<file path="src/rtl/txq_pkg.sv">
package txq_pkg;

  typedef struct packed {
    logic push;
    logic pop1;
    logic pop2;
    logic flush;
  } txqStrobe_t;

  localparam int unsigned FLAG_DONE  = 0;
  localparam int unsigned FLAG_UNDER = 1;
  localparam int unsigned FLAG_OVER  = 2;
  localparam int unsigned FLAG_N     = 3;

endpackage

</file>
<file path="src/rtl/txq_ctrl.sv">
module txq_ctrl
  import txq_pkg::*;
#(
  parameter int unsigned DEPTH   = 4,
  parameter int unsigned FRAME_W = 6,
  parameter int unsigned NARROW  = 16,
  localparam int unsigned CNT_W  = $clog2(DEPTH + 1)
) (
  input  logic               clk,
  input  logic               rstN,
  input  logic               pushValid,
  input  logic               loadReq,
  input  logic [FRAME_W-1:0] frameBits,
  input  logic               wideMode,
  input  logic               flushTx,
  input  logic               slaveMode,
  input  logic               xferStart,
  input  logic               xferDone,
  input  logic [FLAG_N-1:0]  flagClr,
  output txqStrobe_t         strobe,
  output logic               loadGrant,
  output logic [CNT_W-1:0]   count,
  output logic [FLAG_N-1:0]  flags
);

  logic             pairReq;
  logic             full;
  logic             haveEnough;
  logic [CNT_W-1:0] drainAmt;
  logic [CNT_W-1:0] countNext;
  logic [FLAG_N-1:0] flagSet;

  assign pairReq    = wideMode && (frameBits > FRAME_W'(NARROW));
  assign full       = (count == CNT_W'(DEPTH));
  assign haveEnough = pairReq ? (count >= CNT_W'(2)) : (count != '0);
  assign loadGrant  = loadReq && !flushTx && haveEnough;

  always_comb begin
    strobe.flush = flushTx;
    strobe.push  = pushValid && !flushTx && !full;
    strobe.pop1  = loadGrant && !pairReq;
    strobe.pop2  = loadGrant && pairReq;
  end

  always_comb begin
    drainAmt = strobe.pop2 ? CNT_W'(2) : (strobe.pop1 ? CNT_W'(1) : '0);
    if (flushTx) countNext = '0;
    else         countNext = count + CNT_W'(strobe.push) - drainAmt;
  end

  always_comb begin
    flagSet             = '0;
    flagSet[FLAG_DONE]  = xferDone;
    flagSet[FLAG_UNDER] = slaveMode && xferStart && (count == '0);
    flagSet[FLAG_OVER]  = pushValid && !flushTx && full;
  end

  always_ff @(posedge clk or negedge rstN) begin
    if (!rstN) begin
      count <= '0;
      flags <= '0;
    end else begin
      count <= countNext;
      flags <= flagSet | (flags & ~flagClr);
    end
  end

  p_count_bound_r11: assert property (@(posedge clk) disable iff (!rstN)
    count <= CNT_W'(DEPTH));

  p_pair_drain_r2: assert property (@(posedge clk) disable iff (!rstN)
    strobe.pop2 && !strobe.push && !flushTx |=> count == $past(count) - CNT_W'(2));

  p_stall_short_r4: assert property (@(posedge clk) disable iff (!rstN)
    pairReq && count < CNT_W'(2) |-> !loadGrant);

  p_flush_empty_r6: assert property (@(posedge clk) disable iff (!rstN)
    flushTx |=> count == '0);

  p_underflow_set_r7: assert property (@(posedge clk) disable iff (!rstN)
    slaveMode && xferStart && count == '0 |=> flags[FLAG_UNDER]);

  p_done_set_r8: assert property (@(posedge clk) disable iff (!rstN)
    xferDone |=> flags[FLAG_DONE]);

  p_no_overflow_r9: assert property (@(posedge clk) disable iff (!rstN)
    pushValid && full && !flushTx && !loadGrant |=> overflowStable());

  function automatic logic overflowStable();
    return flags[FLAG_OVER] && count == CNT_W'(DEPTH);
  endfunction

  p_clear_r10: assert property (@(posedge clk) disable iff (!rstN)
    flagClr[FLAG_DONE] && !xferDone |=> !flags[FLAG_DONE]);

endmodule

</file>
<file path="src/rtl/txq_data.sv">
module txq_data
  import txq_pkg::*;
#(
  parameter int unsigned DEPTH   = 4,
  parameter int unsigned ENTRY_W = 16,
  localparam int unsigned PTR_W  = (DEPTH > 1) ? $clog2(DEPTH) : 1
) (
  input  logic                 clk,
  input  logic                 rstN,
  input  txqStrobe_t           strobe,
  input  logic                 pushByte,
  input  logic [ENTRY_W-1:0]   pushData,
  output logic [2*ENTRY_W-1:0] loadWord
);

  logic [ENTRY_W-1:0] slot [DEPTH];
  logic [PTR_W-1:0]   wrPtr;
  logic [PTR_W-1:0]   rdPtr;
  logic [PTR_W-1:0]   rdNext;
  logic [ENTRY_W-1:0] entryIn;

  function automatic logic [PTR_W-1:0] step(input logic [PTR_W-1:0] p);
    return (p == PTR_W'(DEPTH - 1)) ? '0 : p + 1'b1;
  endfunction

  assign rdNext  = step(rdPtr);
  assign entryIn = pushByte ? {{(ENTRY_W-8){1'b0}}, pushData[7:0]} : pushData;

  always_ff @(posedge clk or negedge rstN) begin
    if (!rstN) begin
      wrPtr <= '0;
      rdPtr <= '0;
    end else if (strobe.flush) begin
      wrPtr <= '0;
      rdPtr <= '0;
    end else begin
      if (strobe.push) wrPtr <= step(wrPtr);
      if (strobe.pop2)      rdPtr <= step(rdNext);
      else if (strobe.pop1) rdPtr <= rdNext;
    end
  end

  always_ff @(posedge clk) begin
    if (strobe.push) slot[wrPtr] <= entryIn;
  end

  assign loadWord = strobe.pop2 ? {slot[rdNext], slot[rdPtr]}
                                : {{ENTRY_W{1'b0}}, slot[rdPtr]};

  p_flush_ptr_r6: assert property (@(posedge clk) disable iff (!rstN)
    strobe.flush |=> rdPtr == wrPtr);

  p_one_drain_r1: assert property (@(posedge clk) disable iff (!rstN)
    !(strobe.pop1 && strobe.pop2));

  p_ptr_pair_r2: assert property (@(posedge clk) disable iff (!rstN)
    strobe.pop2 && !strobe.flush |=> rdPtr == step(step($past(rdPtr))));

endmodule

</file>
<file path="src/rtl/txq_drain.sv">
module txq_drain
  import txq_pkg::*;
#(
  parameter int unsigned DEPTH   = 4,
  parameter int unsigned ENTRY_W = 16,
  parameter int unsigned FRAME_W = 6,
  localparam int unsigned CNT_W  = $clog2(DEPTH + 1)
) (
  input  logic                 clk,
  input  logic                 rstN,
  input  logic                 pushValid,
  input  logic                 pushByte,
  input  logic [ENTRY_W-1:0]   pushData,
  input  logic                 wideMode,
  input  logic                 loadReq,
  input  logic [FRAME_W-1:0]   frameBits,
  output logic                 loadGrant,
  output logic [2*ENTRY_W-1:0] loadWord,
  input  logic                 flushTx,
  input  logic                 slaveMode,
  input  logic                 xferStart,
  input  logic                 xferDone,
  input  logic [FLAG_N-1:0]    flagClr,
  output logic [CNT_W-1:0]     entryCount,
  output logic                 doneFlag,
  output logic                 underflowFlag,
  output logic                 overflowFlag
);

  txqStrobe_t        strobe;
  logic [FLAG_N-1:0] flags;

  txq_ctrl #(
    .DEPTH  (DEPTH),
    .FRAME_W(FRAME_W),
    .NARROW (ENTRY_W)
  ) ctrl_i (
    .clk      (clk),
    .rstN     (rstN),
    .pushValid(pushValid),
    .loadReq  (loadReq),
    .frameBits(frameBits),
    .wideMode (wideMode),
    .flushTx  (flushTx),
    .slaveMode(slaveMode),
    .xferStart(xferStart),
    .xferDone (xferDone),
    .flagClr  (flagClr),
    .strobe   (strobe),
    .loadGrant(loadGrant),
    .count    (entryCount),
    .flags    (flags)
  );

  txq_data #(
    .DEPTH  (DEPTH),
    .ENTRY_W(ENTRY_W)
  ) data_i (
    .clk     (clk),
    .rstN    (rstN),
    .strobe  (strobe),
    .pushByte(pushByte),
    .pushData(pushData),
    .loadWord(loadWord)
  );

  assign doneFlag      = flags[FLAG_DONE];
  assign underflowFlag = flags[FLAG_UNDER];
  assign overflowFlag  = flags[FLAG_OVER];

endmodule

</file>
<file path="config.mk">
export PLATFORM = sky130hd
export DESIGN_NAME = txq_drain
export DESIGN_NICKNAME = d
export VERILOG_FILES = /design/src/rtl/txq_pkg.sv /design/src/rtl/txq_ctrl.sv /design/src/rtl/txq_data.sv /design/src/rtl/txq_drain.sv
export SDC_FILE = /design/constraint.sdc
export NUM_CORES = 1
export LEC_CHECK = 0
export BUFFER_PORTS_ARGS = -buffer_cell sky130_fd_sc_hd__buf_2
export CAP_MARGIN = 25
export CORE_UTILIZATION = 40
export CTS_CLUSTER_SIZE = 28
export DETAILED_ROUTE_END_ITERATION = 10
export PLACE_DENSITY = 0.58
export SLEW_MARGIN = 20
export SYNTH_ARGS = -nofsm -noshare
export SYNTH_HDL_FRONTEND = slang
export SYNTH_HIERARCHICAL = 1
export SYNTH_SLANG_ARGS = --single-unit
</file>
<file path="constraint.sdc">
create_clock -name clk -period 3.3 [get_ports clk]
set_input_delay 0.495 -clock clk [delete_from_list [all_inputs] [get_ports clk]]
set_output_delay 0.495 -clock clk [all_outputs]
set_load 0.02 [all_outputs]
</file>
==> Yosys cells after proc, flatten, opt, wreduce, memory -nomap -nowiden <==
Memories as Yosys holds them, arrays and structs flattened.
Cells that the tools add are included.
{ "word_totals": {"memories": 1, "reg_bits": 10, "ram_bits": 64, "in_bits": 35, "word_cells": 52} }
{ "op_classes": {"mux": 16, "eq_ne": 4, "n_addsub": 5, "n_bitwise": 3, "magnitude_cmp": 2, "reduce_logical": 17} }
{ "mem_list": {"columns": ["name", "words", "word_bits", "read_ports", "rd_clocked_by_memory_dff", "wr", "line_no", "rtl"], "rows": [
  ["data_i.slot", 4, 16, 2, 0, 1, "txq_data.sv:16", "logic [ENTRY_W-1:0] slot [DEPTH];"]
]} }
{ "op_table": {"columns": ["cell", "n"], "rows": [
  ["2-to-1 mux 32 bit", 1],
  ["2-to-1 mux 16 bit", 1],
  ["2-to-1 mux 2 bit", 8],
  ["logical AND 1 bit", 10],
  ["adder 2 x 1 -> 2 bit, second input constant", 3],
  ["== test 2 bit, second input constant", 3],
  ["> comparator 6 x 5 -> 1 bit, second input constant", 1],
  ["2-to-1 mux 3 bit", 2],
  ["nonzero test 3 bit", 2],
  ["2-to-1 mux 1 bit", 4],
  ["adder 3 x 1 -> 3 bit", 1],
  ["bitwise AND 3 bit", 1],
  ["== test 3 bit, second input constant", 1],
  [">= comparator 3 x 2 -> 1 bit, second input constant", 1],
  ["zero test 1 bit", 3],
  ["zero test 3 bit", 1],
  ["NOT 3 bit", 1],
  ["OR 3 bit", 1],
  ["subtractor 3 bit", 1],
  ["nonzero test 2 bit", 1]
]} }

==> Depth between registers and ports, before layout <==
Gate-level depths: netlist of run 1.
{ "logic_depth": {"depth_word": 9, "mapped_depth": 10} }

==> Hierarchy <==
Netlist of run 1, hierarchy kept.
{ "by_module_without_submodules": {"columns": ["module", "n_inst", "cells_each", "area_per_inst_um2"], "rows": [
  ["txq_data", 1, 157, 3195.6],
  ["txq_ctrl", 1, 43, 394.1]
]} }

==> Least setup slack after synthesis of run 1 <==
Ideal clock, no wire load.
{ "synth_path": {"path_type": "input-to-reg", "start": "input frameBits[3]", "end": "register ctrl_i.count[2]", "path_stages": 10, "t_arrival_ps": 2210, "n_path_buf": 0, "path_slack_ps": 972, "path_cell_list": "nor4_2 > o21a_1 > nor3b_2 > ha_1 > inv_1 > ha_1 > inv_1 > fa_1 > xnor2_1 > nor2_1"} }
{ "synth_lines": {"columns": ["item", "line_no", "rtl"], "rows": [
  ["start: declaration", "txq_drain.sv:16", "input logic [FRAME_W-1:0] frameBits,"],
  ["end signal: assignment", "txq_ctrl.sv:63", "count <= countNext;"],
  ["end: declaration", "txq_ctrl.sv:22", "output logic [CNT_W-1:0] count,"]
]} }

==> Worst setup path in the final report of run 1 <==
{ "layout_path": {"start": "register data_i.rdPtr[0]", "end": "output loadWord[17]"} }
{ "layout_between": {"elab_chain_cells": 4, "word_cells_on_any_way": 5, "classes_between": "1 x add/sub; 1 x eq/ne; 2 x mux; 1 x memory"} }
{ "layout_rtl": {"columns": ["item", "line_no", "rtl"], "rows": [
  ["start: declaration", "txq_data.sv:18", "logic [PTR_W-1:0] rdPtr;"],
  ["start signal: assignment", "txq_data.sv:38", "if (strobe.pop2) rdPtr <= step(rdNext);"],
  ["start signal: assignment", "txq_data.sv:39", "else if (strobe.pop1) rdPtr <= rdNext;"],
  ["adder 2 x 1 -> 2 bit / == test 2 bit (equally long branches)", "txq_data.sv:23", "return (p == PTR_W'(DEPTH - 1)) ? '0 : p + 1'b1;"],
  ["2-to-1 mux 2 bit *", "txq_data.sv:23", null],
  ["memory read (4 x 16 bit) *", null, null],
  ["2-to-1 mux 32 bit *", "txq_data.sv:47", "assign loadWord = strobe.pop2 ? {slot[rdNext], slot[rdPtr]}"],
  ["end: declaration", "txq_drain.sv:18", "output logic [2*ENTRY_W-1:0] loadWord,"]
]} }
Mark *: on every way between the ends. The rest lies on a longest branch, timed or not.

==> results by group, run 1 <==
Timing
  • Worst-margin pin slew: approximately 0.63 ns
  • Min Tclk post-route: between 2 and 3 ns
  • Final period utilization: 88.7%
  • Setup_tns: 0 ns
  • # setup viols final: 0
  • Fin. Hold Viols: 0
  • Relative slew margins: just under 60%
  • Slew Limit Fails: 0
  • Final worst-path setup slack: 0.372 ns
  • Fmax: ~340 MHz
  • Clk_skew: between 0.007 and 0.008 ns
  • RSZ-0062 raised after global routing: no

Synth
  • #FFs+latches synth: 74
  • Synth Warn #: 6
  • Syn_nets: around 240
  • Cells after synthesis: 200
  • Synth area leaders: edfxtp_1 (54%), mux4_2 (13%), mux4_1 (8.8%)
  • Avg Cell Area, Syn: about 18 µm²
  • Seq/Total Area, Yosys: between 60% and 70%
  • Top-area cell type share of the netlist area: between 50 and 60%
  • Synth area leader: edfxtp_1
  • Post-Syn Area: 3590 µm²
  • Synth unique cells: 34

Floorplanning
  • Die Y-Extent: 96.7 µm
  • Starting density of the core: slightly above 40%
  • Die Footprint: slightly above 9000 µm²
  • Die width: 96.7 µm
  • # IOs: 74
  • Row cnt: 34
  • CORE AREA: between 8000 and 9000 µm²

GRT
  • Total grt overflow: 0
  • First-pass GRT wire length: 11.3 mm
  • GRT Util Overall: about 16%
  • Vias in the first global route: around 2200
  • Largest net degree at the start of global routing: 21
  • Initial antenna violation count: 0

Route
  • Initial DRC count: slightly above 50
  • Drt wl/cell: 17.5 µm
  • DRC Markers: 0
  • Vias: 2039
  • DRT Pass-1 Iters: 4
  • Top Layer Used: met4
  • DR WL met2: 3.57 mm
  • Total Wirelength: ~6.9 mm
  • M1 WL: ~3 mm
  • Via-per-instance ratio: between 5 and 6
  • Met3 wire length: approximately 330 µm
  • Final ANT Viol Nets: 0

Finish
  • P&R area growth vs syn: 19.2%
  • Filler instances: 759
  • Net count, final: ~330
  • Share of layout cells above drive strength 1: approximately 41%
  • N_diodes: 0

Clock tree
  • Hold-fix buffers, CTS: 0
  • Cts repair resizes: 0
  • Worst-Skew Late Latency: about 0.34 ns
  • Longest Clk Path Bufs: 2
  • Clk sinks: 74
  • CTS tree: yes
  • Root buffer cell: clkbuf_8
  • H-tree Lvls: 3
  • Inserted Clock Buffers: 9
  • CTS clk-pin slew, worst paths: 0.07 ns
  • Post-CTS Setup Inserts: 0

Setup path
  • Arrival time worst endpoint: 2.43 ns
  • Start point of the critical path: data_i/rdPtr[0]
  • Crit start category: flop
  • FF-to-FF Start: ctrl_i/count[2]
  • CP endpoint kind: output pin
  • Req. time, crit path: between 2 and 3 ns
  • Worst-path fanout max: 18
  • Type of the worst setup path: flop to output pin

Power
  • Leakage: between 1.5 and 2 nW
  • Worst vdd ir: between 0.2 and 0.25 mV
  • Total power: approximately 2.3 mW
  • Cell Pwr Density: between 500 and 600 nW/µm²

Place
  • HPWL after detailed placement: about 4.6 mm
  • Placer Congestion: between 0.6 and 0.7
  • Pre-CTS setup slack: ~0.63 ns
  • Port Buffers: 73

Job
  • Max Cap Viol: 0

Run status
  • Status: complete, no violations

Worst hold path
  • Worst Hold Class: input pin to asynchronous set/reset pin
## cells in the mapped netlist
cell type   n
buf_12      1
buf_2       3
buf_1       1
nor2b_1    11
nand2b_1    2
xnor2_1     3
mux2i_1     2
fa_1        1
nor4_2      1
o22ai_1     1
mux4_1     12
nor3_1      2
o211ai_1    1
ha_1        8
inv_1       9
a211oi_1    2
a21oi_1     3
clkbuf_1    3
o21a_1      1
buf_6       1
dfrtp_1    10
nor2_1      6
a21o_1      1
nor3b_2     1
buf_4       1
xor2_1      1
edfxtp_1   64
o21ai_0     1
nand2_1     4
and2_1     20
or3_1       1
nand3_1     1
nor2_8      1
mux4_2     20
## metrics by stage
| step | area (µm²) | util, % | std cells | hold WS (ns) |
|---|---|---|---|---|
| after floorplan | 3590 | - | 200 | 0.199 |
| after global placement | 4090 | 46.9 | 380 | 0.377 |
| after detailed placement | 4090 | 46.9 | 380 | 0.383 |
| after CTS | 4280 | 49.1 | 396 | 0.00100 |
| after global routing | 4280 | 49.1 | 396 | 0.00117 |
| final | 4280 | 49.1 | 396 | 0.0104 |
## registers in the layout, summed over array words and instances (netlist names)
| register | count |
|---|---|
| ctrl_i/count | 3 |
| ctrl_i/flags | 3 |
| data_i/wrPtr | 2 |
| data_i/rdPtr | 2 |
| data_i/slot | 64 |
## placed cells by master (no fill, tap or decap)
cell	count
a211oi_1	2
a21o_1	1
a21oi_1	3
and2_1	20
buf_2	73
buf_4	9
bufinv_16	1
clkbuf_1	1
clkbuf_8	9
clkinv_1	2
clkinv_2	1
clkinvlp_4	2
dfrtp_1	10
edfxtp_1	64
fa_1	1
ha_1	8
inv_1	9
mux2i_1	2
mux4_1	12
mux4_2	20
nand2_1	4
nand2b_1	2
nand3_1	1
nor2_1	6
nor2_8	1
nor2b_1	11
nor3_1	1
nor3_2	1
nor3b_2	1
nor4_2	1
o211ai_1	1
o21a_1	1
o21ai_0	1
o22ai_1	1
or3_1	1
xnor2_1	3
xor2_1	1
## worst max-delay path, stage by stage, from the launching register on
cell and delay (ns):
dfrtp_1 0.46, ha_1 0.30, nor2_8 0.40, mux4_1 0.59, and2_1 0.18, buf_2 0.16
## logic make-up (layout without fill, tap and decap cells)
| group | count (synthesis) | count (layout) | share of synthesized area (%) |
|---|---|---|---|
| buf+inv | 19 | 107 | 2.86 |
| flops | 74 | 74 | 60.5 |
| simple gates | 50 | 50 | 8.64 |
| xor+xnor | 4 | 4 | 0.976 |
| compound gates | 10 | 10 | 1.78 |
| fa+ha+maj | 9 | 9 | 3.35 |
| mux | 34 | 34 | 21.9 |
## routing by layer
metal	global-route usage (%)	vias to the layer above
li1	-	956
met1	19.1	1020
met2	27.8	56
met3	4.19	7
met4	6.20	0
met5	0	-
## report_power, final
part	switching, mW	leakage [nW]	internal [mW]
Sequential	0.0376	0.718	1.08
Combinational	0.304	0.861	0.245
Clock	0.320	0.0874	0.343
Total	0.661	1.67	1.67
## worst paths after layout
check	endpoint	slack, ns	cells after the start
worst min-delay path	ctrl_i/flags[0]	0.01	1
worst max register to register	ctrl_i/count[2]	1.18	9
min in group clk	ctrl_i/flags[2]	0.34	2
worst min register to register	ctrl_i/flags[0]	0.48	1
worst max-delay path	loadWord[17]	0.37	5
max in group asynchronous	data_i/rdPtr[0]	3.09	1
## final cells by class
type | instances | area [µm²] | area share, %
sequential | 74 | 2170 | 50.8
timing repair buffer | 82 | 433 | 10.1
clock inverter | 6 | 57.6 | 1.35
multi-input combinational | 107 | 1320 | 30.8
clock buffer | 10 | 128 | 2.98
tap | 108 | 135 | 3.16
inverter | 9 | 33.8 | 0.789
Note: power is estimated with default switching activity, not from simulation.
==> inputs of run 2 (changes only) <==
==> constraint.sdc (replaced) <==
create_clock -name clk -period 2.85 [get_ports clk]
set_input_delay 0.4275 -clock clk [delete_from_list [all_inputs] [get_ports clk]]
set_output_delay 0.4275 -clock clk [all_outputs]
set_load 0.02 [all_outputs]
==> run 2 against run 1 <==
Count of clock-buffer cells in the layout decreased by 1. Highest routed layer unchanged. Via count rose by 2.0%. Critical endpoint is now loadWord[18]. Non-clock buffer count up 5. Cell area grew 1.8%.
==> results by group, run 2 (synthesized netlist as in run 1, its figures left out) <==
Clock tree
  • Root buffer cell: clkbuf_8
  • Longest Clk Path Bufs: 2 (unchanged)
  • Inserted Clock Buffers: 9 (unchanged)
  • CTS clk-pin slew, worst paths: 0.07 ns (about the same)
  • Worst-Skew Late Latency: 0.34 ns (about the same)
  • Clk sinks: 74 (unchanged)
  • CTS tree: yes
  • Cts repair resizes: 0 (unchanged)
  • H-tree Lvls: 3 (unchanged)

Route
  • DRC Markers: 0 (unchanged)
  • Vias: 2080 (+2.0%)
  • Via-per-instance ratio: 5.19 (+0.74%)
  • DRT Pass-1 Iters: 4 (unchanged)
  • Final ANT Viol Nets: 0 (unchanged)
  • Total Wirelength: 6.93 mm (-0.13%)
  • Drt wl/cell: 17.3 µm (-1.4%)
  • Initial DRC count: 55 (+7.8%)

Finish
  • Most frequent cells in the layout: buf_2 (73), edfxtp_1 (64), mux4_2 (20), and2_1 (20), mux4_1 (12)
  • Net count, final: 332 (+1.5%)
  • Share of layout cells above drive strength 1: 42.3% (+1.0 points)
  • P&R area growth vs syn: 21.3%
  • Most common cell after layout, fill and taps aside: buf_2
  • N_diodes: 0 (unchanged)
  • Top reg by flops: data_i/slot
  • Largest registers: data_i/slot: 64 flops, ctrl_i/count: 3 flops, ctrl_i/flags: 3 flops
  • Max reg flops: 64 (unchanged)

Setup path
  • Reg-to-reg slack, setup: 0.70 ns (-0.48 ns)
  • Reg-to-Reg End: ctrl_i/count[2]
  • Arrival time worst endpoint: 2.21 ns (-0.22 ns)
  • Type of the worst setup path: flop to output pin
  • Crit start category: flop
  • Worst-path fanout max: 12 (-6)
  • CP Capture Point: loadWord[18]
  • FF-to-FF Start: ctrl_i/count[2]
  • Req. time, crit path: 2.42 ns (-0.38 ns)
  • Path depth of the worst reg2reg path: 9 (unchanged)
  • CP endpoint kind: output pin
  • Start point of the critical path: data_i/rdPtr[0]

Power
  • Worst vdd ir: 0.218 mV (-5.6%)
  • Leakage: 1.69 nW (+1.4%)
  • Cell Pwr Density: 609 nW/µm² (+12%)

Place
  • Port Buffers: 73 (unchanged)
  • Pre-CTS setup slack: 0.343 ns (-0.286 ns)
  • HPWL after detailed placement: 4.59 mm (-1.2%)
  • Placer Congestion: 0.716 (+3.3%)

Timing
  • Slew Limit Fails: 0 (unchanged)
  • Clk_skew: 0.00716 ns (+0.0000550 ns)
  • Worst-margin pin slew: 0.400 ns (-0.234 ns)
  • Relative slew margins: 73.3% (+16 points)
  • RSZ-0062 raised after global routing: no
  • Final period utilization: 92.5%
  • Final worst-path setup slack: 0.214 ns (-0.157 ns)
  • Setup_tns: 0 ns (unchanged)
  • Fmax: about 380 MHz
  • # setup viols final: 0 (unchanged)
  • Min Tclk post-route: between 2 and 3 ns
  • Fin. Hold Viols: 0 (unchanged)

Job
  • Max Cap Viol: 0 (unchanged)

GRT
  • Total grt overflow: 0 (unchanged)
  • Initial antenna violation count: 0 (unchanged)
  • Largest net degree at the start of global routing: 21 (unchanged)
  • First-pass GRT wire length: 11.0 mm (-2.4%)
  • GRT Util Overall: 15.8% (-0.26 points)
  • Vias in the first global route: 2143 (-2.3%)

Floorplanning
  • CORE AREA: 8720 µm² (unchanged)
  • Row cnt: 34 (unchanged)
  • Starting density of the core: 41.2% (unchanged)
  • Die width: 96.7 µm (unchanged)
  • # IOs: 74 (unchanged)
  • Die Y-Extent: 96.7 µm (unchanged)
  • Die Footprint: 9360 µm² (unchanged)

Worst hold path
  • Worst Hold Class: input pin to flop
  • Hold Crit Depth: 2

Run status
  • Status: complete, no violations
[run 2: power breakdown]
part           total, mW  leakage (nW)  switching, mW  internal [mW]
logic              0.669         0.899          0.363          0.307
registers           1.29         0.718         0.0424           1.25
clock network      0.693        0.0725          0.382          0.310
total               2.65          1.69          0.787           1.86
[run 2: how the worst min path moves through the flow]
stage,from,end,slack (ns)
after floorplan,rstN,ctrl_i/count[0],0.13
after global placement,rstN,data_i/rdPtr[0],0.31
after detailed placement,rstN,ctrl_i/flags[0],0.31
after CTS,flagClr[2],ctrl_i/flags[2],0.24
after global routing,flagClr[2],ctrl_i/flags[2],0.25
final,flagClr[2],ctrl_i/flags[2],0.26
[run 2: per-layer routing]
layer  track usage, %  routed length [µm]  vias to the layer above
li1                 -                   -                      965
met1             19.2                2970                     1048
met2             26.4                3510                       56
met3             3.76                 324                       11
met4             7.92                 120                        0
met5                0                   0                        -
[run 2: what timing repair did]
action | 4_1_cts | 5_1_grt
hold buffers | 1 | 0
hold endpoints to repair | 10 | 0
setup buffers | 0 | 2
setup endpoints to repair | 0 | 6
[run 2: metrics by stage]
stage | hold slack, ns | instances | power, mW | cell area (µm²) | utilization, %
6_report | 0.263 | 401 | 2.65 | 4350 | 49.9
5_1_grt | 0.255 | 401 | 2.79 | 4350 | 49.9
4_1_cts | 0.242 | 399 | 2.68 | 4330 | 49.6
3_5_place_dp | 0.309 | 382 | 1.98 | 4150 | 47.5
3_3_place_gp | 0.312 | 382 | 1.98 | 4150 | 47.5
2_1_floorplan | 0.132 | 200 | 1.77 | 3590 | -
[run 2: area by class of cell]
type / instances / area [µm²]
fillers: 757 / 4370
multi-input cells: 107 / 1320
clock inverters: 7 / 46.3
clock buffers: 9 / 124
inverters: 9 / 33.8
repair buffers: 87 / 523
flip-flops and latches: 74 / 2170
well taps: 108 / 135
[run 2: critical path, stage by stage, from the launching register on]
cell and delay, ns:
dfrtp_1 0.39, ha_1 0.27, nor2_8 0.15, buf_12 0.17
mux4_1 0.55, and2_1 0.17, buf_2 0.15
